===== src/rtl/cfgp_pkg.sv =====
package cfgp_pkg;

  localparam int PAY_W   = 18;
  localparam int FRAME_W = PAY_W + 1;
  localparam int NSLOT   = 2;

  // synchronized input bundle positions
  localparam int IX_SCLK = 4;
  localparam int IX_STRB = 3;
  localparam int IX_DIN  = 2;
  localparam int IX_LOCK = 1;
  localparam int IX_SUP  = 0;
  localparam int IN_W    = 5;
  // idle values: clock low, strobe high, locked, supply not yet good
  localparam logic [IN_W-1:0] IN_RST = 5'b01010;

  // data word, payload bit 18 down to bit 1
  typedef struct packed {
    logic [1:0] gain;
    logic       b2_slow;
    logic       b2_dir;
    logic [5:0] b2_lvl;
    logic       b1_slow;
    logic       b1_dir;
    logic [5:0] b1_lvl;
  } data_fields_t;

  // control word, payload bit 18 down to bit 1
  typedef struct packed {
    logic       run;
    logic [1:0] test;
    logic [1:0] rect;
    logic [1:0] mclk;
    logic [3:0] tfd;
    logic [4:0] toff;
    logic [1:0] blank;
  } ctrl_fields_t;

endpackage


===== src/rtl/cfgp_sync.sv =====
module cfgp_sync #(
  parameter int              W       = 1,
  parameter int              STAGES  = 2,
  parameter logic [W-1:0]    RST_VAL = '0
) (
  input  logic         clk,
  input  logic         rst_n,
  input  logic [W-1:0] d,
  output logic [W-1:0] q
);

  logic [W-1:0] stage_q [STAGES];

  for (genvar s = 0; s < STAGES; s++) begin : g_stage
    logic [W-1:0] stage_d;
    if (s == 0) begin : g_first
      assign stage_d = d;
    end else begin : g_next
      assign stage_d = stage_q[s-1];
    end
    always_ff @(posedge clk or negedge rst_n) begin
      if (!rst_n) stage_q[s] <= RST_VAL;
      else        stage_q[s] <= stage_d;
    end
  end

  assign q = stage_q[STAGES-1];

endmodule


===== src/rtl/cfgp_front.sv =====
module cfgp_front (
  input  logic clk,
  input  logic rst_n,
  input  logic sclk_s,
  input  logic strb_s,
  output logic shift_en,
  output logic latch_en
);

  logic sclk_q, strb_q;
  logic sclk_d, strb_d;

  always_comb begin
    sclk_d = sclk_s;
    strb_d = strb_s;
  end

  always_ff @(posedge clk or negedge rst_n) begin
    if (!rst_n) begin
      sclk_q <= 1'b0;
      strb_q <= 1'b1;
    end else begin
      sclk_q <= sclk_d;
      strb_q <= strb_d;
    end
  end

  // shifting only while strobe low; commit on strobe rise
  assign shift_en = sclk_s & ~sclk_q & ~strb_s;
  assign latch_en = strb_s & ~strb_q;

endmodule


===== src/rtl/cfgp_shreg.sv =====
module cfgp_shreg #(
  parameter int W = 19
) (
  input  logic         clk,
  input  logic         rst_n,
  input  logic         clr,
  input  logic         shift_en,
  input  logic         din,
  output logic [W-1:0] q
);

  logic [W-1:0] sr_q, sr_d;

  always_comb begin
    sr_d = sr_q;
    if (clr)           sr_d = '0;
    else if (shift_en) sr_d = {sr_q[W-2:0], din};
  end

  always_ff @(posedge clk or negedge rst_n) begin
    if (!rst_n) sr_q <= '0;
    else        sr_q <= sr_d;
  end

  assign q = sr_q;

endmodule


===== src/rtl/cfgp_bank.sv =====
module cfgp_bank #(
  parameter int               PW    = 18,
  parameter int               NS    = 2,
  parameter logic [NS-1:0]    GUARD = 2'b10
) (
  input  logic             clk,
  input  logic             rst_n,
  input  logic             clr,
  input  logic             latch_en,
  input  logic             lock,
  input  logic [PW:0]      frame,
  output logic [NS*PW-1:0] bank_q,
  output logic [NS-1:0]    upd
);

  localparam int SELW = (NS > 1) ? $clog2(NS) : 1;

  for (genvar g = 0; g < NS; g++) begin : g_slot
    logic [PW-1:0] word_q, word_d;
    logic          upd_q, upd_d;
    logic          hit, blocked, wen;

    always_comb begin
      hit     = latch_en & (frame[SELW-1:0] == SELW'(g));
      blocked = GUARD[g] & lock;
      wen     = hit & ~blocked;
      word_d  = word_q;
      upd_d   = 1'b0;
      if (clr) begin
        word_d = '0;
      end else if (wen) begin
        word_d = frame[PW:1];
        upd_d  = 1'b1;
      end
    end

    always_ff @(posedge clk or negedge rst_n) begin
      if (!rst_n) begin
        word_q <= '0;
        upd_q  <= 1'b0;
      end else begin
        word_q <= word_d;
        upd_q  <= upd_d;
      end
    end

    assign bank_q[g*PW +: PW] = word_q;
    assign upd[g]             = upd_q;
  end

endmodule


===== src/rtl/strobe_cfg_port.sv =====
module strobe_cfg_port
  import cfgp_pkg::*;
#(
  parameter int SYNC_STAGES = 2
) (
  input  logic       clk,
  input  logic       rst_n,
  input  logic       ser_clk,
  input  logic       ser_din,
  input  logic       ser_strobe,
  output logic       ser_dout,
  input  logic       wr_lock,
  input  logic       supply_ok,
  output logic [17:0] data_word,
  output logic [17:0] ctrl_word,
  output logic       data_upd,
  output logic       ctrl_upd,
  output logic [5:0] b1_level,
  output logic       b1_dir,
  output logic       b1_slow,
  output logic [5:0] b2_level,
  output logic       b2_dir,
  output logic       b2_slow,
  output logic [1:0] gain_sel,
  output logic [1:0] blank_sel,
  output logic [4:0] toff_code,
  output logic [3:0] tfd_code,
  output logic [1:0] mclk_sel,
  output logic [1:0] rect_mode,
  output logic [1:0] test_bits,
  output logic       run_en
);

  logic               rst_q_n;
  logic [IN_W-1:0]    in_raw, in_s;
  logic               sclk_s, strb_s, din_s, lock_s, sup_ok_s;
  logic               shift_en, latch_en;
  logic [FRAME_W-1:0] frame_q;
  logic [NSLOT*PAY_W-1:0] bank_q;
  logic [NSLOT-1:0]   upd;
  data_fields_t       dfld;
  ctrl_fields_t       cfld;

  // asynchronous assert, synchronous release
  cfgp_sync #(.W(1), .STAGES(2), .RST_VAL(1'b0)) u_rst (
    .clk   (clk),
    .rst_n (rst_n),
    .d     (1'b1),
    .q     (rst_q_n)
  );

  always_comb begin
    in_raw          = '0;
    in_raw[IX_SCLK] = ser_clk;
    in_raw[IX_STRB] = ser_strobe;
    in_raw[IX_DIN]  = ser_din;
    in_raw[IX_LOCK] = wr_lock;
    in_raw[IX_SUP]  = supply_ok;
  end

  cfgp_sync #(.W(IN_W), .STAGES(SYNC_STAGES), .RST_VAL(IN_RST)) u_in_sync (
    .clk   (clk),
    .rst_n (rst_q_n),
    .d     (in_raw),
    .q     (in_s)
  );

  assign sclk_s   = in_s[IX_SCLK];
  assign strb_s   = in_s[IX_STRB];
  assign din_s    = in_s[IX_DIN];
  assign lock_s   = in_s[IX_LOCK];
  assign sup_ok_s = in_s[IX_SUP];

  cfgp_front u_front (
    .clk      (clk),
    .rst_n    (rst_q_n),
    .sclk_s   (sclk_s),
    .strb_s   (strb_s),
    .shift_en (shift_en),
    .latch_en (latch_en)
  );

  cfgp_shreg #(.W(FRAME_W)) u_shreg (
    .clk      (clk),
    .rst_n    (rst_q_n),
    .clr      (~sup_ok_s),
    .shift_en (shift_en),
    .din      (din_s),
    .q        (frame_q)
  );

  cfgp_bank #(.PW(PAY_W), .NS(NSLOT), .GUARD(2'b10)) u_bank (
    .clk      (clk),
    .rst_n    (rst_q_n),
    .clr      (~sup_ok_s),
    .latch_en (latch_en),
    .lock     (lock_s),
    .frame    (frame_q),
    .bank_q   (bank_q),
    .upd      (upd)
  );

  assign ser_dout  = frame_q[FRAME_W-1];
  assign data_word = bank_q[0 +: PAY_W];
  assign ctrl_word = bank_q[PAY_W +: PAY_W];
  assign data_upd  = upd[0];
  assign ctrl_upd  = upd[1];

  assign dfld = data_fields_t'(data_word);
  assign cfld = ctrl_fields_t'(ctrl_word);

  assign b1_level  = dfld.b1_lvl;
  assign b1_dir    = dfld.b1_dir;
  assign b1_slow   = dfld.b1_slow;
  assign b2_level  = dfld.b2_lvl;
  assign b2_dir    = dfld.b2_dir;
  assign b2_slow   = dfld.b2_slow;
  assign gain_sel  = dfld.gain;
  assign blank_sel = cfld.blank;
  assign toff_code = cfld.toff;
  assign tfd_code  = cfld.tfd;
  assign mclk_sel  = cfld.mclk;
  assign rect_mode = cfld.rect;
  assign test_bits = cfld.test;
  assign run_en    = cfld.run;

endmodule


===== config.mk =====
export PLATFORM = sky130hd
export DESIGN_NAME = strobe_cfg_port
export DESIGN_NICKNAME = d
export VERILOG_FILES = /design/src/rtl/cfgp_pkg.sv /design/src/rtl/cfgp_sync.sv /design/src/rtl/cfgp_front.sv /design/src/rtl/cfgp_shreg.sv /design/src/rtl/cfgp_bank.sv /design/src/rtl/strobe_cfg_port.sv
export SDC_FILE = /design/constraint.sdc
export NUM_CORES = 1
export LEC_CHECK = 0
export ABC_AREA = 0
export BUFFER_PORTS_ARGS = -buffer_cell sky130_fd_sc_hd__buf_2
export CORE_MARGIN = 4
export CORE_UTILIZATION = 47
export CTS_CLUSTER_DIAMETER = 80
export CTS_CLUSTER_SIZE = 10
export DETAILED_ROUTE_END_ITERATION = 6
export PLACE_DENSITY = 0.77
export SYNTH_ARGS = -nofsm -noshare
export SYNTH_HDL_FRONTEND = slang
export SYNTH_SLANG_ARGS = --single-unit

===== constraint.sdc =====
create_clock -name clk -period 2.2 [get_ports clk]
set_input_delay 0 -clock clk [delete_from_list [all_inputs] [get_ports clk]]
set_output_delay 0 -clock clk [all_outputs]
set_load 0.05 [all_outputs]

## Word level (Yosys, flattened, before mapping)

Cells that the tools add are included.

| storage, ports and cells | value |
|---|---|
| register bits after elaboration | 71 |
| input bits | 7 |
| output and inout bits | 75 |
| word-level logic and storage cells | 35 |

| cells by class | value |
|---|---|
| equality and inequality tests | 3 |
| mux-type cells | 10 |
| bitwise operators | 11 |

Operator list:

| operator | number |
|---|---|
| 18-bit 2-to-1 mux | 4 |
| 19-bit 2-to-1 mux | 2 |
| 1-bit bitwise AND | 6 |
| 1-bit NOT | 5 |
| 1-bit 2-to-1 mux | 4 |
| 2-bit by 1-bit != test with 1-bit output (second input constant) | 2 |
| 2-bit != test (second input constant) | 1 |

## Longest topological paths before layout

Gate-level depths: netlist of the first run.

| logic depth | value |
|---|---|
| depth in word-level cells | 6 |
| gate-level depth with buffers | 4 |
| depth with buffers taken out | 2 |

## By module

From an unflattened synthesis of the first run, not the netlist that was laid out.

| unflattened totals | value |
|---|---|
| cells, all modules | 280 |
| area total of the unflattened synthesis | 3039.2 sq um |

By module, submodules not included:

| module | times used | cells an instance | area each (sq um) | sequential area each (sq um) |
|---|---|---|---|---|
| cfgp_bank | 1 | 165 | 1605.3 | 950.9 |
| cfgp_shreg | 1 | 61 | 778.2 | 475.5 |
| strobe_cfg_port | 1 | 38 | 277.8 | 0.0 |
| cfgp_sync (u_in_sync) | 1 | 10 | 255.2 | 255.2 |
| cfgp_front | 1 | 4 | 72.6 | 51.3 |
| cfgp_sync (u_rst) | 1 | 2 | 50.0 | 50.0 |

## Least setup slack after synthesis of the first run

OpenSTA, ideal clock, no wires.

| timing path | value |
|---|---|
| path kind | flip-flop to flip-flop |
| start | register u_in_sync.stage_q (netlist bit u_in_sync.q[3]) |
| end | register u_bank.g_slot[0].word_q[10] |
| setup time | 122 ps |
| data arrival time | 1397 ps |
| data required time | 2078 ps |
| setup slack | 682 ps |
| stages on the path, launching flop included | 5 |
| path buffers | 2 |
| period minus slack after synthesis | 1518 ps |
| cells stage by stage | dfstp_2 -> or3b_1 -> buf_2 -> buf_6 -> a32o_1 |

| on the way | value |
|---|---|
| word-level cells in the longest chain between the ends | 3 |

RTL lines:

| element | line | RTL |
|---|---|---|
| from (decl) | cfgp_sync.sv:12 | `logic [W-1:0] stage_q [STAGES];` |
| from (signal, indexed assignment) | cfgp_sync.sv:23 | `else stage_q[s] <= stage_d;` |
| 1-bit bitwise AND | cfgp_front.sv:30 | `assign latch_en = strb_s & ~strb_q;` |
| 1-bit bitwise AND | cfgp_bank.sv:24 | `hit = latch_en & (frame[SELW-1:0] == SELW'(g));` |
| 2-bit by 1-bit != test with 1-bit output (no source line) | -- |  |
| to (signal assigned) | cfgp_bank.sv:42 | `word_q <= word_d;` |
| to (decl) | cfgp_bank.sv:19 | `logic [PW-1:0] word_q, word_d;` |

Every way passes these cells.
A chain may end at the register's enable or synchronous reset.

## Worst setup path in the final report of the first run

| timing path | value |
|---|---|
| start | register u_in_sync.stage_q (netlist bit u_in_sync.q[3]) |
| end | register u_bank.g_slot[0].word_q[7] |

The elaborated chain is that of the path after synthesis.

==> results of run 1 <==
==> layer usage <==
| metal | vias to the layer above | track usage | routed length, microns |
|---|---|---|---|
| li1 | 928 | - | - |
| met1 | 953 | 0.233 | 2650 |
| met2 | 75 | 0.238 | 2770 |
| met3 | 5 | 0.0284 | 446 |
| met4 | 0 | 0.0879 | 68 |
| met5 | - | 0 | 0 |
==> worst paths after layout <==
path | to | slack, ns
max | u_bank.g_slot[0].word_q[7]$_DFFE_PN0P_ | 0.49
min | u_in_sync.q[0]$_DFF_PN0_ | 0.18
max reg2reg | u_bank.g_slot[0].word_q[7]$_DFFE_PN0P_ | 0.49
min reg2reg | u_in_sync.q[0]$_DFF_PN0_ | 0.18
max in group asynchronous | u_bank.g_slot[1].word_q[3]$_DFFE_PN0P_ | 1.43
min in group clk | u_in_sync.g_stage[1].stage_d[0]$_DFF_PN0_ | 0.30
==> worst register-to-register path, stage by stage, from the launching register on <==
cell and delay [ns]:
dfstp_2 0.58, or3b_1 0.63, a32o_1 0.39
==> cell usage after synthesis, drive strengths merged <==
cell type,instances
conb,1
dfrtp,66
mux2i,19
nor3b,2
dfstp,5
nand2,38
or3b,1
a32o,18
nor4bb,2
buf,49
clkbuf,6
o22ai,18
nand3b,19
==> cell families (layout without fill, tap and decap cells) <==
group	count (synthesis)	after routing
and+or+nand+nor	62	62
DFF	71	71
muxes	19	19
other	1	1
AOI/OAI and AO/OA	36	36
buffers and inverters	55	110
==> per-stage QoR <==
step / util / hold slack, ns / area, sq um / cells / power (uW)
detailed placement: 0.528 / -0.212 / 3180 / 351 / 1460
finish: 0.569 / 0.179 / 3430 / 374 / 2360
global route: 0.569 / 0.213 / 3430 / 374 / 2450
global placement: 0.528 / -0.215 / 3180 / 351 / 1460
CTS: 0.569 / 0.192 / 3430 / 374 / 2380
floorplan: - / -0.296 / 2960 / 244 / 1430
==> area by class of cell <==
cell class	count	area [sq um]	area share
Clock inverter	4	20.0	0.00584
Clock buffer	12	155	0.0452
Timing Repair Buffer	94	533	0.155
Tap cell	75	93.8	0.0274
Sequential cell	71	1790	0.521
Multi-Input combinational cell	118	842	0.246
==> power groups by stage <==
stage	Combinational (uW)	Sequential [uW]	Clock (uW)
finish	103	1340	913
global route	115	1340	989
CTS	104	1340	935
detailed placement	95.0	1370	0
global placement	93.8	1360	0
floorplan	55.9	1370	0
==> flip-flops by register name, summed over array words and instances, names as in the netlist <==
| signal | count |
|---|---|
| u_bank.g_slot.word_q | 36 |
| u_in_sync.q | 5 |
| u_rst.g_stage.stage_d | 1 |
| u_front.strb_q | 1 |
| u_shreg.q | 19 |
| u_front.sclk_q | 1 |
| u_bank.g_slot.upd_q | 2 |
| u_rst.q | 1 |
| u_in_sync.g_stage.stage_d | 5 |
==> flow_metrics.py, run 1 <==
metrics = {
    "synthesis": {
        "synth-compound-area-share": 0.0989,
        "synth_seq_cells": 71,
        "synth_fa_ha_area_frac": 0,
        "synth_top_area_frac": 0.558,
        "yosysUniqueCellTypes": 16,
        "ys_seq_area_frac": 0.602,
        "synthSimpleGateAreaFrac": 0.111,
        "synth_mux_area_frac": 0.0642,
        "syn_avg_cell_area_sq_um": 12.1,
        "syn-cell-area_sq_mm": 0.00296,
        "synthTopCellsByArea": "dfrtp_1 (56%), buf_4 (9.4%), mux2i_1 (6.4%)",
        "synth_cells": 244,
        "synthXorXnorAreaFrac": 0,
        "synth_top_family_by_area": "buffers and inverters",
        "synth_top_cell_by_area": "dfrtp_1",
        "synth_nets": 251,
        "yosys_warnings": 0,
    },
    "drt": {
        "via_per_inst": 5.24,
        "via_count": 1961,
        "ant_nets": 0,
        "post_drt_wl_per_cell_microns": 15.8,
        "drtIter0Drc": 165,
        "route.detailed.drc": 0,
        "first_pass_iters": 4,
        "routed_wl_mm": 5.93,
    },
    "cells_and_area": {
        "drive_gt1_frac": 0.375,
        "diodes": 0,
        "areaGrowthSynthToFinish_pct": 15.8,
        "nets": 301,
        "most-common-layout-cells": "buf_2 (81), dfrtp_1 (64), nand2_1 (38), nand3b_1 (19), mux2i_1 (19)",
        "nFillCells": 510,
        "final_common_cell": "buf_2",
    },
    "clock_network": {
        "htreeDepth": 3,
        "ctsHoldBuffers": 7,
        "clock_latency_ns": 0.34,
        "clkSinkCount": 71,
        "cts_tree": "yes",
        "clkTransAtPathRegs_ns": 0.07,
        "clockBufferDepth": 2,
        "cts_root_buf": "clkbuf_8",
        "cts_resized": 0,
        "cts_buffers": 9,
        "postCtsSetupRepairBufs": 0,
    },
    "timing": {
        "fin_crit_ns": 1.71,
        "min_period_over_period": 0.777,
        "max_slew_margin": 0.519,
        "max_freq_mhz": 585,
        "worst_pin_slew_ns": 0.719,
        "final_hold_viol_count": 0,
        "maxSlewViolCount": 0,
        "fin_skew_ns": 0.00696,
        "fin_ws_ns": 0.490,
        "setup_viol": 0,
        "tns_ns": 0,
        "rsz0062_at_grt": "false",
    },
    "die": {
        "initial_core_util": 0.491,
        "core-area_sq_mm": 0.00603,
        "std_cell_rows": 28,
        "die_w_microns": 87.4,
        "chipHeight_microns": 87.4,
        "die_area_sq_mm": 0.00763,
        "ioPinCount": 82,
    },
    "power_and_ir_drop": {
        "pwr-share-clk": 0.387,
        "seqPwrFrac": 0.569,
        "power_switching_share": 0.226,
        "comb_power_share": 0.044,
        "intPower_uw": 1830,
        "leakagePower_uw": 0.00172,
        "p_switching_uw": 532,
        "power_density_mw_per_mm2": 687,
        "max-vdd-ir-drop_uv": 366,
    },
    "grt": {
        "grt_antenna_before_repair": 0,
        "grt_pass1_wl_mm": 9.49,
        "grt_start_max_net_pins": 57,
        "track_usage": 0.163,
        "overflow": 0,
        "grt_pass1_vias": 1883,
    },
    "worst_hold_path": {
        "min_path_type": "reg -> async",
    },
    "placed_design": {
        "place_congestion": 0.742,
        "dp_hpwl_mm": 4.00,
        "pre_cts_slack_ns": 0.525,
        "io_buffers": 81,
    },
    "setup_path": {
        "crit_chain": "or3b_1, a32o_1",
        "crit_cells": 2,
        "critPathMaxStageDelay_ns": 0.63,
        "ff2ff_path_depth": 2,
        "arrival_ns": 1.93,
        "cp_max_fo": 18,
        "crit_start": "u_in_sync.q[3]$_DFF_PN1_",
        "setup.worst_path.start_class": "register",
        "worst-path-buf-inv": 0,
        "required_ns": 2.42,
        "slowest_stage": "or3b_1",
        "path_delay_family": "simple AND/OR/NAND/NOR gates",
        "critPathCaptureType": "register",
        "crit_type": "reg -> reg",
        "timing.rr.start": "u_in_sync.q[3]$_DFF_PN1_",
    },
    "run": {
        "maxCapViolCount": 0,
    },
    "status": {
        "status": "finished, final reports clean",
    },
}
No activity file was read; power rests on OpenSTA's default activity.
==> run 2, diff against run 1 <==
--- a/config.mk
+++ b/config.mk
@@ -5,10 +5,10 @@
 export SDC_FILE = /design/constraint.sdc
 export NUM_CORES = 1
 export LEC_CHECK = 0
-export ABC_AREA = 0
+export ABC_AREA = 1
 export BUFFER_PORTS_ARGS = -buffer_cell sky130_fd_sc_hd__buf_2
 export CORE_MARGIN = 4
-export CORE_UTILIZATION = 47
+export CORE_UTILIZATION = 50
 export CTS_CLUSTER_DIAMETER = 80
 export CTS_CLUSTER_SIZE = 10
 export DETAILED_ROUTE_END_ITERATION = 6
==> constraint.sdc (replaced) <==
create_clock -name clk -period 1.6 [get_ports clk]
set_input_delay 0 -clock clk [delete_from_list [all_inputs] [get_ports clk]]
set_output_delay 0 -clock clk [all_outputs]
set_load 0.05 [all_outputs]
==> run 2 against run 1 <==
Against the previous run:
- hold slack better by 0.076 ns
- largest cell class unchanged
- clock skew is 0.0021 ns higher
- critical endpoint is now u_bank.g_slot[1].word_q[5]$_DFFE_PN0P_
- sequential share of layout area is 3.2 points lower
==> flow_metrics.py, run 2 <==
metrics = {
    "status": {
        "status": "finished, final reports clean",
    },
    "timing": {
        "maxSlewViolCount": 0,
        "max_freq_mhz": 716,
        "setup_viol": 0,
        "tns_ns": 0,
        "final_hold_viol_count": 0,
        "fin_skew_ns": 0.00907,
        "rsz0062_at_grt": "false",
        "fin_crit_ns": 1.40,
        "min_period_over_period": 0.873,
    },
    "setup_path": {
        "critPathCaptureType": "register",
        "critPathMaxStageDelay_ns": 0.55,
        "cp_max_fo": 19,
        "crit_type": "reg -> reg",
        "arrival_ns": 1.61,
        "setup.worst_path.start_class": "register",
        "reg2reg_slack_ns": 0.20,
        "required_ns": 1.81,
        "path_delay_family": "simple AND/OR/NAND/NOR gates",
        "slowest_stage": "dfstp_2",
        "crit_chain": "inv_2, nor2_4, nand2_4, nand3_1, nand2_1",
        "worst-path-buf-inv": 1,
    },
    "drt": {
        "via_count": 2343,
        "ant_nets": 0,
        "first_pass_iters": 4,
        "route.detailed.drc": 0,
        "post_drt_wl_per_cell_microns": 13.7,
        "via_per_inst": 5.09,
        "routed_wl_mm": 6.31,
        "drtIter0Drc": 210,
    },
    "cells_and_area": {
        "multi_input_area_sq_um": 891,
        "nets": 387,
        "largest_register_ffs": 36,
        "nFillCells": 526,
        "diodes": 0,
        "final_common_cell": "buf_2",
        "areaGrowthSynthToFinish_pct": 15.1,
        "most-common-layout-cells": "buf_2 (81), nand2_1 (77), dfrtp_1 (64), nand3_1 (45), inv_1 (23)",
        "regMostFlops": "u_bank.g_slot.word_q",
        "drive_gt1_frac": 0.330,
        "ff_latch_area_sq_mm": 0.00179,
    },
    "synthesis": {
        "synth_seq_cells": 71,
        "syn_avg_cell_area_sq_um": 9.64,
        "yosys_warnings": 0,
        "syn-cell-area_sq_mm": 0.00317,
        "synth_cells": 329,
        "synth_fa_ha_area_frac": 0,
        "synthSimpleGateAreaFrac": 0.248,
        "synthXorXnorAreaFrac": 0,
        "ys_seq_area_frac": 0.562,
        "synth_nets": 336,
        "synth_top_cell_by_area": "dfrtp_1",
        "synth_common_cells": "nand2_1 (77), dfrtp_1 (66), nand3_1 (45)",
        "synth_flop_cell": "dfrtp_1",
        "yosysUniqueCellTypes": 21,
        "synthTopCellsByArea": "dfrtp_1 (52%), buf_4 (9.2%), nand2_1 (9.1%)",
        "synth-compound-area-share": 0.0300,
        "synth_enable_flop_cells": 0,
        "synthArstFlopShare": 1.00,
        "synth_top_area_frac": 0.521,
        "yosysMostFrequentCell": "nand2_1",
        "synth_mux_area_frac": 0,
        "synth_top_family_by_area": "simple AND/OR/NAND/NOR gates",
    },
    "placed_design": {
        "io_buffers": 81,
        "place_congestion": 0.790,
        "dp_hpwl_mm": 4.46,
    },
    "grt": {
        "grt_busiest_layer": "met2",
        "grt_pass1_wl_mm": 10.6,
        "grtUsageMet1": 0.236,
        "met3_usage": 0.0395,
        "track_usage": 0.178,
        "grt_use_met2": 0.284,
        "grt_antenna_before_repair": 0,
        "grt_start_max_net_pins": 45,
        "overflow": 0,
        "grt_pass1_vias": 2131,
    },
    "clock_network": {
        "cts_tree": "yes",
        "cts_root_buf": "clkbuf_8",
        "clockBufferDepth": 2,
        "htreeDepth": 3,
        "clkSinkCount": 71,
        "clock_latency_ns": 0.33,
        "cts_buffers": 9,
        "clkTransAtPathRegs_ns": 0.07,
        "postCtsSetupRepairBufs": 0,
    },
    "worst_hold_path": {
        "min_path_type": "reg -> async",
    },
    "run": {
        "maxCapViolCount": 0,
    },
    "die": {
        "die_area_sq_mm": 0.00768,
        "std_cell_rows": 28,
        "die_w_microns": 87.6,
        "chipHeight_microns": 87.6,
        "initial_core_util": 0.526,
        "ioPinCount": 82,
        "core-area_sq_mm": 0.00603,
    },
    "power_and_ir_drop": {
        "power_density_mw_per_mm2": 936,
        "max-vdd-ir-drop_uv": 526,
        "p_total_uw": 3420,
        "leakagePower_uw": 0.00218,
    },
}
[run 2: cell count changes after synthesis, moves of 19 or more]
| cell | before | now |
|---|---|---|
| inv_1 | 0 | 23 |
| mux2i_1 | 19 | 0 |
| nand2_1 | 38 | 77 |
| nand3_1 | 0 | 45 |
[run 2: final timing paths]
path	startpoint	end	depth (start not counted)
setup reg to reg	u_in_sync.q[3]$_DFF_PN1_	u_bank.g_slot[1].word_q[5]$_DFFE_PN0P_	5
setup / recovery	u_in_sync.q[3]$_DFF_PN1_	u_bank.g_slot[1].word_q[5]$_DFFE_PN0P_	5
hold / removal	u_rst.q$_DFF_PN0_	u_in_sync.g_stage[1].stage_d[4]$_DFF_PN0_	1
min in group clk	supply_ok	u_in_sync.g_stage[1].stage_d[0]$_DFF_PN0_	2
hold reg to reg	u_rst.q$_DFF_PN0_	u_in_sync.g_stage[1].stage_d[4]$_DFF_PN0_	1
max in group asynchronous	rst_n	u_rst.q$_DFF_PN0_	3
[run 2: worst reg2reg max path, cell delays in order (launching register included)]
cell	delay (ns)
dfstp_2	0.55
inv_2	0.05
nor2_4	0.24
nand2_4	0.22
nand3_1	0.14
nand2_1	0.08
[run 2: logic make-up after synthesis]
kind of cell	Yosys count
buffers and inverters	81
AND/OR/NAND/NOR	157
AO/OA/AOI/OAI	19
other	1
flip-flops	71
[run 2: timing repair]
item / 4_1_cts / 5_1_grt
resized for setup: 0 / 1
hold endpoints to repair: 7 / 0
endpoints found under the setup margin: 0 / 5
hold buffers: 7 / 0
[run 2: layout make-up]
cell class                      instances  area share
Clock buffer                           11      0.0387
Clock inverter                          5      0.0158
Inverter                               24      0.0247
Multi-Input combinational cell        177       0.244
Sequential cell                        71       0.489
Tap cell                               75      0.0257
Timing Repair Buffer                   97       0.162
[run 2: report_power, final]
group          total, uW  switching (uW)  leakage [uW]  internal, uW
logic                165             111       0.00112          53.4
clock network       1420             655      0.000103           764
registers           1840            17.9      0.000952          1820
[run 2: per-stage QoR]
| stage | instances | worst slack (ns) | instance area (sq um) | util | hold slack, ns |
|---|---|---|---|---|---|
| floorplan | 329 | 0.368 | 3170 | - | -0.296 |
| global placement | 437 | 0.204 | 3380 | 0.561 | -0.215 |
| detailed placement | 437 | 0.145 | 3380 | 0.561 | -0.208 |
| CTS | 460 | 0.0860 | 3650 | 0.605 | 0.274 |
| global route | 460 | 0.0935 | 3650 | 0.606 | 0.292 |
| finish | 460 | 0.203 | 3650 | 0.606 | 0.256 |
[run 2: layer usage]
metal / vias to the layer above / routed length [microns] / part of all wire
met5: - / 0 / 0
met4: 0 / 118 / 0.019
met3: 12 / 497 / 0.079
met2: 94 / 3080 / 0.49
met1: 1099 / 2620 / 0.41
li1: 1138 / - / -
==> run 3, diff against run 2 <==
==> constraint.sdc (replaced) <==
create_clock -name clk -period 1.6 [get_ports clk]
set_input_delay 0.32 -clock clk [delete_from_list [all_inputs] [get_ports clk]]
set_output_delay 0.32 -clock clk [all_outputs]
set_load 0.05 [all_outputs]
==> run 3 against run 2 <==
Against the previous run:
- final cell count decreased by 1.3%
- count of clock-buffer cells in the layout unchanged
- clock skew decreased by 0.0013 ns
- highest routed layer unchanged
- sequential power about the same
- hold slack got worse by 0.17 ns
- combinational power decreased by 7%
- maximum frequency increased by 0.16%
==> flow_metrics.py, run 3 (same netlist as run 2, synthesis figures left out) <==
metrics = {
    "status": {
        "status": "finished, final reports clean",
    },
    "die": {
        "initial_core_util": 0.526,
        "ioPinCount": 82,
        "chipHeight_microns": 87.6,
        "die_w_microns": 87.6,
        "die_area_sq_mm": 0.00768,
        "std_cell_rows": 28,
        "core-area_sq_mm": 0.00603,
    },
    "drt": {
        "first_pass_iters": 4,
        "routed_wl_mm": 6.28,
        "post_drt_wl_per_cell_microns": 13.8,
        "drtIter0Drc": 209,
        "via_count": 2321,
        "route.detailed.drc": 0,
        "ant_nets": 0,
        "via_per_inst": 5.11,
    },
    "setup_path": {
        "critPathCaptureType": "output port",
        "slowest_stage": "dfrtp_1",
        "path_delay_family": "flip-flops",
        "required_ns": 1.28,
        "critPathMaxStageDelay_ns": 0.44,
        "crit_type": "reg -> out",
        "worst-path-buf-inv": 1,
        "crit_chain": "buf_2",
        "cp_max_fo": 4,
        "setup.worst_path.start_class": "register",
        "arrival_ns": 1.08,
    },
    "cells_and_area": {
        "diodes": 0,
        "ff_latch_area_sq_mm": 0.00179,
        "drive_gt1_frac": 0.335,
        "most-common-layout-cells": "buf_2 (81), nand2_1 (77), dfrtp_1 (64), nand3_1 (45), inv_1 (23)",
        "fin_util": 0.596,
        "multi_input_area_sq_um": 891,
        "final_cells": 454,
        "regMostFlops": "u_bank.g_slot.word_q",
        "nFillCells": 530,
        "final_common_cell": "buf_2",
        "largest_register_ffs": 36,
        "areaGrowthSynthToFinish_pct": 13.3,
        "nets": 381,
    },
    "power_and_ir_drop": {
        "pwr-share-clk": 0.415,
        "power_switching_share": 0.228,
        "power_density_mw_per_mm2": 947,
        "comb_power_share": 0.045,
        "p_total_uw": 3400,
        "max-vdd-ir-drop_uv": 525,
        "intPower_uw": 2630,
        "p_switching_uw": 777,
        "leakagePower_uw": 0.00215,
        "seqPwrFrac": 0.540,
    },
    "timing": {
        "fin_skew_ns": 0.00777,
        "tns_ns": 0,
        "fin_ws_ns": 0.205,
        "setup_viol": 0,
        "maxSlewViolCount": 0,
        "rsz0062_at_grt": "false",
        "min_period_over_period": 0.872,
        "fin_crit_ns": 1.40,
        "final_hold_viol_count": 0,
        "max_freq_mhz": 717,
    },
    "placed_design": {
        "pre_cts_slack_ns": 0.145,
        "io_buffers": 81,
        "place_congestion": 0.790,
        "dp_cells": 437,
        "dp_hpwl_mm": 4.46,
    },
    "grt": {
        "grt_start_max_net_pins": 45,
        "grt_pass1_wl_mm": 10.4,
        "grt_pass1_vias": 2090,
        "grt_antenna_before_repair": 0,
        "overflow": 0,
        "grt_use_met2": 0.281,
        "met3_usage": 0.0395,
        "grt_busiest_layer": "met2",
        "track_usage": 0.176,
        "grtUsageMet1": 0.233,
    },
    "clock_network": {
        "cts_tree": "yes",
        "cts_buffers": 9,
        "clockBufferDepth": 2,
        "cts_root_buf": "clkbuf_8",
        "htreeDepth": 3,
        "clkTransAtPathRegs_ns": 0.07,
        "clock_latency_ns": 0.33,
        "clkSinkCount": 71,
    },
    "worst_hold_path": {
        "min_path_type": "in -> reg",
    },
    "run": {
        "maxCapViolCount": 0,
    },
}
[run 3: cell count changes in the layout (fill, tap and decap cells not counted), sizes merged]
cell         before  now
dlygate4sd3       7    1
[run 3: final timing paths]
kind	startpoint	endpoint	slack [ns]	cells after the start
max	u_shreg.q[18]$_DFFE_PN0P_	ser_dout	0.20	1
min	wr_lock	u_in_sync.g_stage[1].stage_d[1]$_DFF_PN1_	0.09	1
max reg2reg	u_in_sync.q[3]$_DFF_PN1_	u_bank.g_slot[1].word_q[5]$_DFFE_PN0P_	0.21	5
min reg2reg	u_rst.q$_DFF_PN0_	u_in_sync.g_stage[1].stage_d[4]$_DFF_PN0_	0.26	1
max in group asynchronous	u_rst.q$_DFF_PN0_	u_in_sync.g_stage[1].stage_d[1]$_DFF_PN1_	1.01	1
min in group asynchronous	u_rst.q$_DFF_PN0_	u_in_sync.g_stage[1].stage_d[4]$_DFF_PN0_	0.26	1
[run 3: layout make-up]
class                           instances  area share
Multi-Input combinational cell        177       0.248
Inverter                               24      0.0251
Timing Repair Buffer                   91       0.148
Sequential cell                        71       0.497
Clock buffer                           11      0.0394
Tap cell                               75      0.0261
Clock inverter                          5      0.0160
[run 3: what timing repair did]
item,CTS,global route
setup buffers,0,0
endpoints found under the setup margin,0,5
hold buffers,1,0
endpoints found under the hold margin,2,0
gates resized for setup,0,1
[run 3: stage by stage]
step	hold slack, ns	instance area, sq um
finish	0.0859	3590
detailed placement	0.112	3380
global route	0.0665	3590
CTS	0.0724	3590
global placement	0.105	3380
floorplan	0.0244	3170
[run 3: power groups by stage]
stage                     combinational (uW)  sequential, uW  clock [uW]
after CTS                                156            1840        1440
final                                    153            1840        1410
after global placement                   151            1870           0
after global routing                     174            1840        1530
after floorplan                         92.8            1890           0
after detailed placement                 153            1870           0
[run 3: routing by layer]
| metal | routed length, microns | share of wire | vias up |
|---|---|---|---|
| li1 | - | - | 1125 |
| met1 | 2620 | 0.42 | 1088 |
| met2 | 3060 | 0.49 | 96 |
| met3 | 476 | 0.076 | 12 |
| met4 | 119 | 0.019 | 0 |
| met5 | 0 | 0 | - |
